### config.mk
export PLATFORM = sky130hd
export DESIGN_NAME = gh2l_predictor
export DESIGN_NICKNAME = d
export VERILOG_FILES = /design/src/rtl/gh2l_pkg.sv /design/src/rtl/gh2l_rst_sync.sv /design/src/rtl/gh2l_history.sv /design/src/rtl/gh2l_cell_next.sv /design/src/rtl/gh2l_cell_table.sv /design/src/rtl/gh2l_predictor.sv
export SDC_FILE = /design/constraint.sdc
export NUM_CORES = 1
export LEC_CHECK = 0
export BUFFER_PORTS_ARGS = -buffer_cell sky130_fd_sc_hd__buf_4
export CAP_MARGIN = 5
export CORE_MARGIN = 2
export CORE_UTILIZATION = 35
export CTS_BUF_LIST = sky130_fd_sc_hd__clkbuf_8 sky130_fd_sc_hd__clkbuf_16
export DETAILED_ROUTE_END_ITERATION = 16
export GPL_TIMING_DRIVEN = 0
export PLACE_DENSITY = 0.58
export SKIP_LAST_GASP = 1
export SYNTH_ARGS = -nofsm -noshare
export SYNTH_HDL_FRONTEND = slang
export SYNTH_SLANG_ARGS = --single-unit
### constraint.sdc
create_clock -name clk -period 42.4 [get_ports clk]
set_clock_uncertainty 0.1 [all_clocks]
set_input_delay 2.12 -clock clk [delete_from_list [all_inputs] [get_ports clk]]
set_output_delay 2.12 -clock clk [all_outputs]
set_load 0.02 [all_outputs]
### src/rtl/gh2l_pkg.sv
package gh2l_pkg;
  // one predictor cell: direction it predicts and whether the last guess missed
  typedef struct packed {
    logic dir;
    logic missed;
  } cell_t;

  localparam cell_t CELL_RESET = '{dir: 1'b0, missed: 1'b0};
endpackage

### src/rtl/gh2l_rst_sync.sv
module gh2l_rst_sync (
  input  logic clk,
  input  logic arst_n,
  output logic srst_n
);
  logic [1:0] sync_q;

  always_ff @(posedge clk or negedge arst_n) begin
    if (!arst_n) sync_q <= 2'b00;
    else         sync_q <= {sync_q[0], 1'b1};
  end

  assign srst_n = sync_q[1];
endmodule

### src/rtl/gh2l_history.sv
module gh2l_history #(
  parameter int HIST_W = 2
) (
  input  logic              clk,
  input  logic              rst_n,
  input  logic              shift_en,
  input  logic              shift_bit,
  output logic [HIST_W-1:0] hist_o
);
  logic [HIST_W-1:0] hist_q, hist_d, shifted;

  generate
    if (HIST_W == 1) begin : g_one
      assign shifted = shift_bit;
    end else begin : g_many
      assign shifted = {hist_q[HIST_W-2:0], shift_bit};
    end
  endgenerate

  always_comb begin
    hist_d = hist_q;
    if (shift_en) hist_d = shifted;
  end

  always_ff @(posedge clk or negedge rst_n) begin
    if (!rst_n) hist_q <= '0;
    else        hist_q <= hist_d;
  end

  assign hist_o = hist_q;


  hist_newest_chk: assert property (@(posedge clk) disable iff (!rst_n)
    shift_en |=> hist_q[0] == $past(shift_bit));


  hist_hold_chk: assert property (@(posedge clk) disable iff (!rst_n)
    !shift_en |=> $stable(hist_q));
endmodule

### src/rtl/gh2l_cell_next.sv
module gh2l_cell_next
  import gh2l_pkg::*;
(
  input  logic  clk,
  input  logic  rst_n,
  input  logic  chk_en,
  input  cell_t cur,
  input  logic  outcome,
  output cell_t nxt
);
  logic miss;

  assign miss = (cur.dir != outcome);

  always_comb begin
    nxt = cur;
    if (!miss) begin
      nxt.missed = 1'b0;
    end else if (!cur.missed) begin
      nxt.missed = 1'b1;
    end else begin
      nxt.dir    = ~cur.dir;
      nxt.missed = 1'b1;
    end
  end


  flip_after_two_chk: assert property (@(posedge clk) disable iff (!rst_n)
    chk_en && (nxt.dir != cur.dir) |-> cur.missed && (nxt.dir == outcome));


  hit_clears_chk: assert property (@(posedge clk) disable iff (!rst_n)
    chk_en && (cur.dir == outcome) |-> !nxt.missed && (nxt.dir == cur.dir));


  first_miss_chk: assert property (@(posedge clk) disable iff (!rst_n)
    chk_en && !cur.missed && (cur.dir != outcome) |-> nxt.missed && (nxt.dir == cur.dir));
endmodule

### src/rtl/gh2l_cell_table.sv
module gh2l_cell_table
  import gh2l_pkg::*;
#(
  parameter int IDX_TOT = 8
) (
  input  logic               clk,
  input  logic               rst_n,
  input  logic [IDX_TOT-1:0] rd_a_idx,
  output cell_t              rd_a,
  input  logic [IDX_TOT-1:0] rd_b_idx,
  output cell_t              rd_b,
  input  logic               wr_en,
  input  logic [IDX_TOT-1:0] wr_idx,
  input  cell_t              wr_cell
);
  localparam int DEPTH = 1 << IDX_TOT;

  cell_t            mem_q [DEPTH];
  logic [DEPTH-1:0] cell_we;

  always_comb begin
    cell_we = '0;
    if (wr_en) cell_we[wr_idx] = 1'b1;
  end

  generate
    for (genvar i = 0; i < DEPTH; i++) begin : g_cell
      always_ff @(posedge clk or negedge rst_n) begin
        if (!rst_n)          mem_q[i] <= CELL_RESET;
        else if (cell_we[i]) mem_q[i] <= wr_cell;
      end
    end
  endgenerate

  assign rd_a = mem_q[rd_a_idx];
  assign rd_b = mem_q[rd_b_idx];


  wr_visible_chk: assert property (@(posedge clk) disable iff (!rst_n)
    wr_en |=> (rd_a_idx != $past(wr_idx)) || (rd_a == $past(wr_cell)));


  one_write_chk: assert property (@(posedge clk) disable iff (!rst_n)
    $onehot0(cell_we));
endmodule

### src/rtl/gh2l_predictor.sv
module gh2l_predictor
  import gh2l_pkg::*;
#(
  parameter int PC_W   = 32,
  parameter int IDX_W  = 6,
  parameter int HIST_W = 2
) (
  input  logic              clk,
  input  logic              rst_n,
  input  logic [PC_W-1:0]   lu_pc,
  output logic              lu_taken,
  output logic [HIST_W-1:0] lu_hist,
  input  logic              up_valid,
  input  logic [PC_W-1:0]   up_pc,
  input  logic [HIST_W-1:0] up_hist,
  input  logic              up_taken
);
  localparam int IDX_TOT = HIST_W + IDX_W;
  localparam int ROW_LO  = 2;
  localparam int ROW_HI  = ROW_LO + IDX_W - 1;

  logic               srst_n;
  logic [HIST_W-1:0]  hist;
  logic [IDX_TOT-1:0] lu_idx, up_idx;
  cell_t              lu_cell, up_cur, up_nxt;
  logic               unused_pc_bits;

  assign unused_pc_bits = ^{lu_pc[PC_W-1:ROW_HI+1], lu_pc[ROW_LO-1:0],
                            up_pc[PC_W-1:ROW_HI+1], up_pc[ROW_LO-1:0]};

  gh2l_rst_sync u_rst (
    .clk    (clk),
    .arst_n (rst_n),
    .srst_n (srst_n)
  );

  gh2l_history #(.HIST_W(HIST_W)) u_hist (
    .clk       (clk),
    .rst_n     (srst_n),
    .shift_en  (up_valid),
    .shift_bit (up_taken),
    .hist_o    (hist)
  );

  assign lu_idx = {hist,    lu_pc[ROW_HI:ROW_LO]};
  assign up_idx = {up_hist, up_pc[ROW_HI:ROW_LO]};

  gh2l_cell_table #(.IDX_TOT(IDX_TOT)) u_tbl (
    .clk      (clk),
    .rst_n    (srst_n),
    .rd_a_idx (lu_idx),
    .rd_a     (lu_cell),
    .rd_b_idx (up_idx),
    .rd_b     (up_cur),
    .wr_en    (up_valid),
    .wr_idx   (up_idx),
    .wr_cell  (up_nxt)
  );

  gh2l_cell_next u_next (
    .clk     (clk),
    .rst_n   (srst_n),
    .chk_en  (up_valid),
    .cur     (up_cur),
    .outcome (up_taken),
    .nxt     (up_nxt)
  );

  assign lu_taken = lu_cell.dir;
  assign lu_hist  = hist;


  lu_known_chk: assert property (@(posedge clk) disable iff (!srst_n)
    !$isunknown({lu_taken, lu_hist}));
endmodule

Word-level counts from Yosys, hierarchy flattened

Cells that the tools add are included.

Register bits after elaboration: 516
Input port bits: 70
Output and inout bits: 3
Word-level logic and storage cells: 535

Order comparisons: 4
Equality and inequality tests: 1
Multiplexer cells: 12
Bitwise gates (word level): 3
Reductions and logical operators: 1

Operators with widths:

| kind                 | count |
|---|---|
| $mux W256            | 1 |
| $bmux W2 S8          | 2 |
| $ge A9 B9 Y1 const B | 2 |
| $not A8 Y9           | 2 |
| $lt A8 B9 Y1 const B | 1 |
| $demux W1 S8         | 1 |
| $ge A8 B1 Y1 const B | 1 |
| $mux W2              | 4 |
| $mux W1              | 4 |
| $logic_and A1 B1 Y1  | 1 |
| $ne A1 B1 Y1         | 1 |
| $not A1 Y1           | 1 |

Depth between registers and ports, before layout

Word-level depth: 7
Mapped depth: 14
Mapped depth without buffers: 9

Modules after synthesis

A second synthesis with hierarchy kept.

Cells, all modules: 2,378
Area total of the unflattened synthesis: 29,373.2 sq um

Modules (own cells, without submodules):

| module          | times used | cells an instance | area each (sq um) | sequential area each (sq um) |
|---|---|---|---|---|
| gh2l_cell_table | 1          | 2,368             | 29,215.5          | 12,812.3 |
| gh2l_history    | 1          | 4                 | 72.6              | 50.0 |
| gh2l_rst_sync   | 1          | 3                 | 53.8              | 50.0 |
| gh2l_cell_next  | 1          | 3                 | 31.3              | 0.0 |

Worst setup path after synthesis

No wires, ideal clock.

Path type: input to output
Start point: input lu_pc[2]
End point: output lu_taken
Arrival time: 5.054 ns
Required time: 40.180 ns
Path slack: 35.126 ns
Cell stages on the path: 6
Buffers on the path: 2
Path through: clkbuf_1 buf_1 mux4_2 mux4_2 mux4_2 mux4_2

Cells in the longest elaborated chain, start to end: 4

Ends and longest elaborated chain:

| item                                        | RTL line              | text |
|---|---|---|
| from (decl)                                 | gh2l_predictor.sv:10  | `input logic [PC_W-1:0] lu_pc,` |
| $not A8 Y9 (not written as such)            | gh2l_cell_table.sv:35 | `assign rd_a = mem_q[rd_a_idx];` |
| $bmux W2 S8                                 | gh2l_cell_table.sv:35 |  |
| $mux W2 (not written as such) (2 in series) | gh2l_cell_table.sv:35 |  |
| to (decl)                                   | gh2l_predictor.sv:11  | `output logic lu_taken,` |

Every way passes these cells. The select of a mux whose other input is x is not followed.

Worst setup path in the final report

Start point: input lu_pc[3]
End point: output lu_taken

Same word-level chain as after synthesis.

==> flow_summary.json <==
{
  "hold_class": "reg -> reg",
  "start_util": 0.3553,
  "ir_drop_uv": 31.12,
  "holdBufCountCts": 0,
  "final_area_um2": 29060,
  "critPathKind": "in -> out",
  "die_h_um": 273.8,
  "syn_nets": 2503,
  "cts_post_setup_buffers_inserted": 0,
  "most-common-layout-cells": "nand2_1, dfrtp_1, o21ai_1",
  "slew_viol_final": 43,
  "drt_pass1_iterations": 8,
  "drtIter0Drc": 3187,
  "cp_max_fo": 10,
  "drc": 0,
  "antenna_found_initial": 1,
  "powerDensity_nw_per_um2": 39.98,
  "ant_nets": 0,
  "cts_tree": "done",
  "period_share": 0.2027,
  "syn_inst": 2433,
  "grt_max_degree": 74,
  "min_period_ns": 8.596,
  "synthesis.area_um2": 25490,
  "die_width_um": 273.8,
  "grt_pass1_wl_um": 148500,
  "layout_commonest_cell": "nand2_1",
  "io_buffers": 12,
  "hpwl_um": 71010,
  "grt_usage": 0.2786,
  "setup-tns-final_ns": 0,
  "gp_congestion": 1.005,
  "grt_pass1_vias": 20801,
  "ys.flop_type": "dfrtp_1",
  "timing.fmax_mhz": 116.3,
  "startpoint_type": "primary input",
  "clk_pin_slew_ns": 0.05,
  "finalNetCount": 2592,
  "dr_total_vias": 21284,
  "htree_levels": 2,
  "synth-edff-count": 0,
  "drt-total-wl_um": 103200,
  "cap_violations": 4,
  "leakage_nw": 11.92,
  "seq_area_frac_synth": 0.5067,
  "violations": "max-capacitance violations, max-slew violations",
  "cts_resized": 0,
  "synthDistinctLibCells": 38,
  "grt_overflow_total": 0,
  "crit_arrival_ns": 6.38,
  "synthArstFlopShare": 1.000,
  "synth_area_per_cell_um2": 10.48,
  "ioPinCount": 73,
  "cts_max_path_buffers": 3,
  "wl_per_cell_um": 29.34,
  "tightest_slew_ns": 1.565,
  "rsz0062_at_grt": "no",
  "clk_latency_ns": 0.65,
  "viasPerCell": 6.050,
  "numCtsBuffers": 58,
  "relSlewSlack": -0.04728,
  "drive_gt1_frac": 0.1547,
  "core_area_um2": 71730,
  "rows": 98,
  "ys_ff_latch": 516,
  "cts_root_buf": "clkbuf_16",
  "required_ns": 40.18,
  "yosysWarnings": 0,
  "cts.sink_count": 516,
  "syn2layout_area_growth_pct": 14.04,
  "outcome": "finished, violations left",
  "setup_viol": 0,
  "place_area_um2": 27110,
  "hold_viol": 0,
  "die_area_um2": 74990,
  "cp-end-kind": "primary output"
}
[where the power goes]
| part | internal [mW] | switching [mW] |
|---|---|---|
| combinational | 0.0397 | 0.0862 |
| clock | 0.296 | 0.216 |
| sequential | 0.511 | 0.0135 |
[flip-flops by register name, summed over array words and instances, names as in the netlist]
signal and cells:
u_hist.hist_o 2, u_rst.sync_q 2, u_tbl.mem_q 512
[stage by stage]
step / util / total power, mW / instances / hold slack [ns] / worst slack (ns)
global placement: 0.3731 / 0.6484 / 3395 / 0.2381 / 21.13
floorplan: - / 0.5998 / 2433 / 0.2312 / 26.85
global route: 0.4051 / 1.192 / 3517 / 0.2609 / 33.95
detailed placement: 0.3779 / 0.6545 / 3409 / 0.2381 / 33.67
CTS: 0.4045 / 1.159 / 3514 / 0.2500 / 33.67
finish: 0.4052 / 1.162 / 3518 / 0.2471 / 33.80
[metal layers]
metal	routed length, um	part of all wire	GRT usage	vias up
li1	-	-	-	8888
met3	12160	0.12	0.07333	389
met4	7736	0.075	0.1777	0
met5	0	0	0	-
met1	38990	0.38	0.3655	10558
met2	44330	0.43	0.4092	1449
[cell type report]
type | instances | area [um2]
buffer | 167 | 948.4
inverter | 3 | 11.26
clock buffer | 75 | 1697
fill | 6903 | 42670
antenna | 1 | 2.502
sequential | 516 | 12920
clock inverter | 30 | 211.5
tap | 950 | 1189
multi-input combinational | 1747 | 11630
timing repair buffer | 29 | 457.9
[synthesized netlist by cell type (25+ instances only)]
library cell,number,area share
clkbuf_1,68,0.010
a22oi_1,57,0.017
buf_2,32,0.0063
mux4_2,185,0.16
dfrtp_1,516,0.51
o21ai_1,265,0.052
buf_6,28,0.012
o21ai_0,251,0.049
nand3_1,40,0.0079
nor2_1,25,0.0037
mux2i_1,64,0.025
nand2_1,761,0.11
[path summary, 6_finish.rpt]
path	from	to	slack (ns)	cells past startpoint
min in group asynchronous	u_rst.sync_q[1]	u_tbl.mem_q[272]	0.35	0
worst min register to register	u_rst.sync_q[0]	u_rst.sync_q[1]	0.25	0
max in group asynchronous	u_rst.sync_q[1]	u_tbl.mem_q[487]	40.24	3
worst max register to register	u_tbl.mem_q[129]	u_tbl.mem_q[312]	38.64	10
worst max-delay path	lu_pc[3]	lu_taken	33.80	7
worst min-delay path	u_rst.sync_q[0]	u_rst.sync_q[1]	0.25	0
[cells by family after synthesis]
kind of cell | share of synthesized area
buffers and inverters | 0.03721
flip-flops | 0.5067
AO/OA/AOI/OAI | 0.1289
other | 0.0001471
AND/OR/NAND/NOR | 0.1361
XOR/XNOR | 0.0006384
multiplexers | 0.1904
[worst max-delay path, cell delays in order]
cell and delay (ns):
clkbuf_1 0.81, clkbuf_1 1.18, mux4_2 0.48, mux4_2 0.54, mux4_2 0.57, mux4_2 0.48
buf_4 0.17
(Power assumes the default switching activity.)
